--- src/rtl/adc_seq_pkg.sv ---
package adc_seq_pkg;

  typedef enum logic [1:0] {
    DRV_FLOAT = 2'd0,
    DRV_LOW   = 2'd1,
    DRV_DATA  = 2'd2
  } drive_e;

  // Line drive wanted during a given clock of the cycle
  function automatic drive_e pick_drive(input int ph, input logic start_n,
                                        input int first_bit, input int last_bit,
                                        input int cyc);
    if (ph == 0)
      return DRV_FLOAT;
    else if (ph < first_bit)
      return DRV_LOW;
    else if (ph <= last_bit)
      return DRV_DATA;
    else if (ph == cyc)
      return start_n ? DRV_FLOAT : DRV_LOW;
    else
      return DRV_FLOAT;
  endfunction

endpackage

--- src/rtl/adc_seq_phase.sv ---
module adc_seq_phase #(
  parameter int CYC  = 14,
  parameter int SAMP = 3,
  parameter int PW   = 4
) (
  input  logic          clk,
  input  logic          rst,
  input  logic          start_n,
  output logic [PW-1:0] phase,
  output logic          busy,
  output logic          strobe
);

  logic [PW-1:0] nxt;

  always_comb begin
    if (phase == '0 || phase == PW'(CYC))
      nxt = start_n ? '0 : PW'(1);
    else
      nxt = phase + PW'(1);
  end

  always_ff @(posedge clk) begin
    if (rst) begin
      phase  <= '0;
      busy   <= 1'b0;
      strobe <= 1'b0;
    end else begin
      phase  <= nxt;
      busy   <= (nxt != '0);
      strobe <= (nxt == PW'(SAMP));
    end
  end

endmodule

--- src/rtl/adc_seq_capture.sv ---
module adc_seq_capture #(
  parameter int W    = 10,
  parameter int SAMP = 3,
  parameter int PW   = 4
) (
  input  logic          clk,
  input  logic          rst,
  input  logic [PW-1:0] phase,
  input  logic [W-1:0]  conv_value,
  output logic [W-1:0]  held
);

  // Hold register loaded on the falling edge of the sample clock
  always_ff @(negedge clk) begin
    if (rst)
      held <= '0;
    else if (phase == PW'(SAMP))
      held <= conv_value;
  end

endmodule

--- src/rtl/adc_seq_serout.sv ---
module adc_seq_serout
  import adc_seq_pkg::*;
#(
  parameter int W        = 10,
  parameter int FIRST    = 4,
  parameter int LAST_BIT = 13,
  parameter int CYC      = 14,
  parameter int PW       = 4
) (
  input  logic          clk,
  input  logic          rst,
  input  logic          start_n,
  input  logic [PW-1:0] phase,
  input  logic [W-1:0]  held,
  output logic          dout,
  output logic          dout_en
);

  localparam int IW = (W > 1) ? $clog2(W) : 1;

  drive_e        kind;
  logic [IW-1:0] sel;

  always_comb begin
    kind = pick_drive(int'(phase), start_n, FIRST, LAST_BIT, CYC);
    if (kind == DRV_DATA)
      sel = IW'(W - 1 - (int'(phase) - FIRST));
    else
      sel = '0;
  end

  always_ff @(negedge clk) begin
    if (rst) begin
      dout    <= 1'b0;
      dout_en <= 1'b0;
    end else begin
      dout_en <= (kind != DRV_FLOAT);
      dout    <= (kind == DRV_DATA) ? held[sel] : 1'b0;
    end
  end

endmodule

--- src/rtl/adc_conv_seq.sv ---
module adc_conv_seq #(
  parameter int RES_BITS = 10,
  parameter int CAL_CLKS = 2
) (
  input  logic                clk,
  input  logic                rst,
  input  logic                start_n,
  input  logic [RES_BITS-1:0] conv_value,
  output logic                sample_strobe,
  output logic                busy,
  output logic                dout,
  output logic                dout_en
);

  localparam int SAMP     = CAL_CLKS + 1;
  localparam int FIRST    = SAMP + 1;
  localparam int LAST_BIT = SAMP + RES_BITS;
  localparam int CYC      = LAST_BIT + 1;
  localparam int PW       = $clog2(CYC + 1);

  logic [PW-1:0]       phase;
  logic [RES_BITS-1:0] held;

  adc_seq_phase #(.CYC(CYC), .SAMP(SAMP), .PW(PW)) u_phase (
    .clk(clk), .rst(rst), .start_n(start_n),
    .phase(phase), .busy(busy), .strobe(sample_strobe)
  );

  adc_seq_capture #(.W(RES_BITS), .SAMP(SAMP), .PW(PW)) u_cap (
    .clk(clk), .rst(rst), .phase(phase),
    .conv_value(conv_value), .held(held)
  );

  adc_seq_serout #(.W(RES_BITS), .FIRST(FIRST), .LAST_BIT(LAST_BIT),
                   .CYC(CYC), .PW(PW)) u_out (
    .clk(clk), .rst(rst), .start_n(start_n), .phase(phase),
    .held(held), .dout(dout), .dout_en(dout_en)
  );

endmodule

--- config.mk ---
export PLATFORM = sky130hd
export DESIGN_NAME = adc_conv_seq
export DESIGN_NICKNAME = d
export VERILOG_FILES = /design/src/rtl/adc_seq_pkg.sv /design/src/rtl/adc_seq_phase.sv /design/src/rtl/adc_seq_capture.sv /design/src/rtl/adc_seq_serout.sv /design/src/rtl/adc_conv_seq.sv
export SDC_FILE = /design/constraint.sdc
export NUM_CORES = 1
export LEC_CHECK = 0
export BUFFER_PORTS_ARGS = -buffer_cell sky130_fd_sc_hd__buf_2
export CORE_UTILIZATION = 40
export CTS_BUF_LIST = sky130_fd_sc_hd__clkbuf_4 sky130_fd_sc_hd__clkbuf_8
export CTS_CLUSTER_DIAMETER = 80
export DETAILED_ROUTE_END_ITERATION = 7
export PLACE_DENSITY = 0.6
export SYNTH_ARGS = -nofsm -noshare
export SYNTH_HDL_FRONTEND = slang
export SYNTH_SLANG_ARGS = --single-unit
--- constraint.sdc ---
create_clock -name clk -period 2.2 [get_ports clk]
set_input_delay 0 -clock clk [delete_from_list [all_inputs] [get_ports clk]]
set_output_delay 0 -clock clk [all_outputs]
set_load 0.1 [all_outputs]
* Yosys cells after proc, flatten, opt, wreduce, memory -nomap -nowiden *
Index checks and enable logic that the tools add are counted.

word-level totals
  logic and storage cells = 34
  flip-flop bits (word level) = 18
  input bits = 13

cells by class
  $add $sub $neg = 3
  bitwise gates (word level) = 1
  eq/ne operators = 5
  multiplexer cells = 10
  magnitude comparators = 3
  reduce and logical (&&, ||, !) cells = 6

operators with widths
  cell                                                         count
  == test 4 x 2 -> 1 bit (second input constant)               3
  logical NOT 4 bit                                            2
  two-way mux 2 bit                                            4
  two-way mux 4 bit                                            2
  less-than comparator 4 x 5 -> 1 bit (second input constant)  1
  adder 4 x 1 -> 4 bit (second input constant)                 1
  binary-select mux 1 bit (select 4 bit)                       1
  == test 4 bit (second input constant)                        1
  less-or-equal comparator 4 bit (second input constant)       1
  less-than comparator 4 x 3 -> 1 bit (second input constant)  1
  nonzero test 4 bit                                           1
  subtractor 4 x 3 -> 4 bit (second input constant)            1
  subtractor 4 bit (first input constant)                      1
  two-way mux 1 bit                                            3
  == test 2 bit (second input constant)                        1
  nonzero test 2 bit                                           1
  OR reduction 2 bit                                           1
  logical OR 1 bit                                             1
  NOT 1 bit                                                    1

* Longest topological paths before layout *
  depth after elaboration = 9
  gate-level depth with buffers = 6
  depth with buffers taken out = 6

* By module *
Synthesis repeated with hierarchy kept, for this count alone.

second synthesis, totals
  cells, all modules = 115
  area total of the unflattened synthesis = 1046.0 um2

modules (own cells, without submodules)
  module           cells each  area an instance (um2)  times used
  adc_seq_capture  45          460.4                   1
  adc_seq_phase    40          347.8                   1
  adc_seq_serout   30          237.7                   1

==> results by group <==
Setup path
  • FF-to-FF path depth: 6
  • Worst path slowest cell: dfxtp_4
  • CP max stage delay: 0.40 ns
  • Worst Path Arrival: 1.69 ns
  • Critical-path cell list: inv_4, ha_4, nor3b_2, o22ai_1, a2111oi_2, nor3b_2
  • CP dominant cell by count: nor3b_2
  • Req. time, crit path: 1.37 ns
  • Startpoint Class: flop
  • Reg2Reg Setup Slack: -0.32 ns
  • RR Startpoint: u_phase.phase[0]$_SDFF_PP0_
  • Worst R2R End: u_out.dout$_SDFF_NP0_
  • Crit Path Category: reg2reg
  • Worst Setup SP: u_phase.phase[0]$_SDFF_PP0_
  • Worst setup EP type: flop
  • Top fanout value on the critical path: 4

Detailed routing
  • Final ANT Viol Nets: 0
  • Drt first pass iters: 4
  • DRT iter0 DRCs: 8
  • Wire per inst: 11.04 µm
  • DRC violations left: 0
  • DR vias: 827
  • Post-Route WL: 1887 µm
  • Vias/cell: 4.836

Place
  • Placed Area: 0.001134 mm²
  • Port Buffers: 16
  • GP Congestion: 0.7775
  • Dpl ws: -0.3812 ns
  • DP HPWL: 1405 µm

Clocking
  • Worst skew pair latency: 0.35 ns
  • Clock buffer depth: 2
  • CTS Sinks: 18
  • Number of buffers created by CTS: 3
  • Worst-path clk slew: 0.11 ns
  • Clock root buffer: clkbuf_4
  • CTS tree: built
  • H-tree levels: 1

Die
  • Placeable Area: 0.002022 mm²
  • Ports: 17
  • Initial Util: 43.44%
  • Die Width: 48.86 µm
  • Die Y: 48.86 µm
  • DIE AREA: 0.002387 mm²
  • # rows: 16

Yosys
  • Main combinational cell family by area after synthesis: simple AND/OR/NAND/NOR gates
  • Compound-Gate Fraction of Synth Area: 10.54%
  • Yosys warns: 0
  • Xor/xnor cell area share of the yosys netlist: 2.991%
  • Synth Register Bits: 18
  • Syn_area_per_cell: 9.149 µm²
  • Ys async rst share: 0%
  • Post-synth EDFFs: 0
  • Synth Flop Type: dfxtp_1
  • Simple-gate portion of the synthesized area: 25.36%
  • Mux share of post-synthesis cell area: 7.265%
  • Synth cell types: 25
  • Synthesized Nets: 116
  • Post-Synth Adder-Cell Area: 9.972%
  • Mapped Area: 878.3 µm²
  • Syn Inst Count: 96
  • Sequential element share of the synthesized area: 41.03%

Pwr
  • Leak Pwr: 0.0005953 µW
  • Tot Pwr: 796.9 µW
  • Pwr Density: 614.8 mW/mm²
  • Peak supply drop: 0.4156 mV

Timing
  • Count of final setup violators: 12
  • Final Skew: 0.06291 ns
  • Final hold vios: 0
  • Rel. slew slack: 67.73%
  • Slew @ Worst Pin: 0.4873 ns
  • Max-slew violations: 0
  • RSZ-0062 raised after global routing: yes
  • Setup ws final: -0.3176 ns
  • Final hold slack: 0.1351 ns

Hold path
  • Hold Path Class: in2reg
  • Startpoint of the worst hold path: rst
  • Hold EP: u_phase.phase[1]$_SDFF_PP0_
  • Worst hold path depth: 3

Global route
  • First-pass GRT wire length: 3229 µm
  • Vias in the first global route: 789
  • GRT Overall Usage: 18.00%
  • GR Overflow Total: 0
  • Initial antenna violation count: 0
  • Largest net degree at the start of global routing: 16

Outcome
  • Failing checks: negative setup slack
  • Status: complete, but fails checks

Final layout
  • Commonest non-fill, non-tap cell in the layout: nand2_1
  • Final net count: 165
  • Area delta synth->final: 47.58%
  • Final instance area: 0.001296 mm²
  • Layout cells sized above 1: 38.89%
  • FF+latch area: 367.9 µm²
  • Footprint of the multi-input gates: 566.8 µm²
  • Most frequent cells in the layout: nand2_1, buf_4, dfxtp_1
  • Number of fillers in the final layout: 175
  • N_diodes: 0

Flow run
  • Max-cap viol count: 0
==> cells in the mapped netlist, types with 2 or more instances <==
master	count	area (µm²)
nand2_1	25	93.84
dfxtp_1	18	360.4
a21oi_1	11	55.05
ha_1	7	87.58
nor3b_2	4	50.05
and2_1	3	18.77
inv_1	3	11.26
nor2_1	3	11.26
buf_2	2	10.01
mux4_1	2	52.55
nand2b_1	2	12.51
nor3_1	2	10.01
xor2_1	2	17.52
==> critical path: cells and delay by family, from the launching register on <==
| kind | cells | cell delay (ns) |
|---|---|---|
| adders and majority gates | 1 | 0.15 |
| buffers and inverters | 1 | 0.05 |
| and+or+nand+nor | 2 | 0.38 |
| AOI/OAI and AO/OA | 2 | 0.41 |
| DFF | 1 | 0.40 |
==> worst max path at each step <==
stage / to / slack (ns) / depth (start not counted)
final: u_out.dout$_SDFF_NP0_ / -0.32 / 6
after global routing: u_out.dout$_SDFF_NP0_ / -0.43 / 6
after CTS: u_out.dout$_SDFF_NP0_ / -0.38 / 6
after detailed placement: u_out.dout$_SDFF_NP0_ / -0.38 / 6
after global placement: u_out.dout$_SDFF_NP0_ / -0.32 / 6
after floorplan: u_out.dout$_SDFF_NP0_ / -0.28 / 6
==> layout make-up <==
type | count | share of cell area, %
sequential | 18 | 28.38
timing repair buffer | 35 | 17.76
clock inverter | 13 | 4.826
multi-input combinational | 73 | 43.73
clock buffer | 3 | 1.737
inverter | 2 | 0.9653
tap | 27 | 2.606
==> power breakdown <==
group	leakage, µW	switching [µW]	internal, µW
registers	0.000147	9.21	339
logic	0.000357	84.9	62.5
clock network	0.0000905	149	153
total	0.000595	243	554
==> sequential cells by signal, summed over array words and instances (netlist names) <==
signal          cells
u_phase.phase       4
u_cap.held         10
u_phase.busy        1
u_out.dout          1
u_phase.strobe      1
u_out.dout_en       1
==> kinds of logic (layout without fill, tap and decap cells) <==
kind of cell               count (synthesis)  count (layout)
buffers and inverters                      6              53
xor gates and xnor gates                   3               3
and+or+nand+nor                           43              44
AOI/OAI and AO/OA                         16              16
DFF                                       18              18
muxes                                      3               3
adders and majority gates                  7               7
==> timing repair <==
item / CTS / global route
setup buffers: 2 / 0
hold buffers: 1 / 0
endpoints found under the setup margin: 12 / 14
gates cloned: 0 / 1
pin swaps: 2 / 0
hold endpoints to repair: 1 / 0
gates resized for setup: 7 / 7
==> metrics by stage <==
step / std cells / TNS [ns] / utilization (%)
floorplan: 96 / -0.3822 / -
global placement: 153 / -2.529 / 56.06
detailed placement: 153 / -2.740 / 56.06
CTS: 170 / -0.9217 / 62.50
global route: 171 / -1.936 / 64.11
finish: 171 / -1.086 / 64.11
==> routing by layer <==
layer  vias up  routed length (µm)  part of all wire (%)  GRT usage (%)
met2        16                 933                    49          31.25
met1       386                 877                    46          20.46
li1        423                   -                     -              -
met5         -                   0                     0              0
met4         0                  28                   1.5          11.27
met3         2                  47                   2.5          2.804
Note: power is estimated with default switching activity, not from simulation.
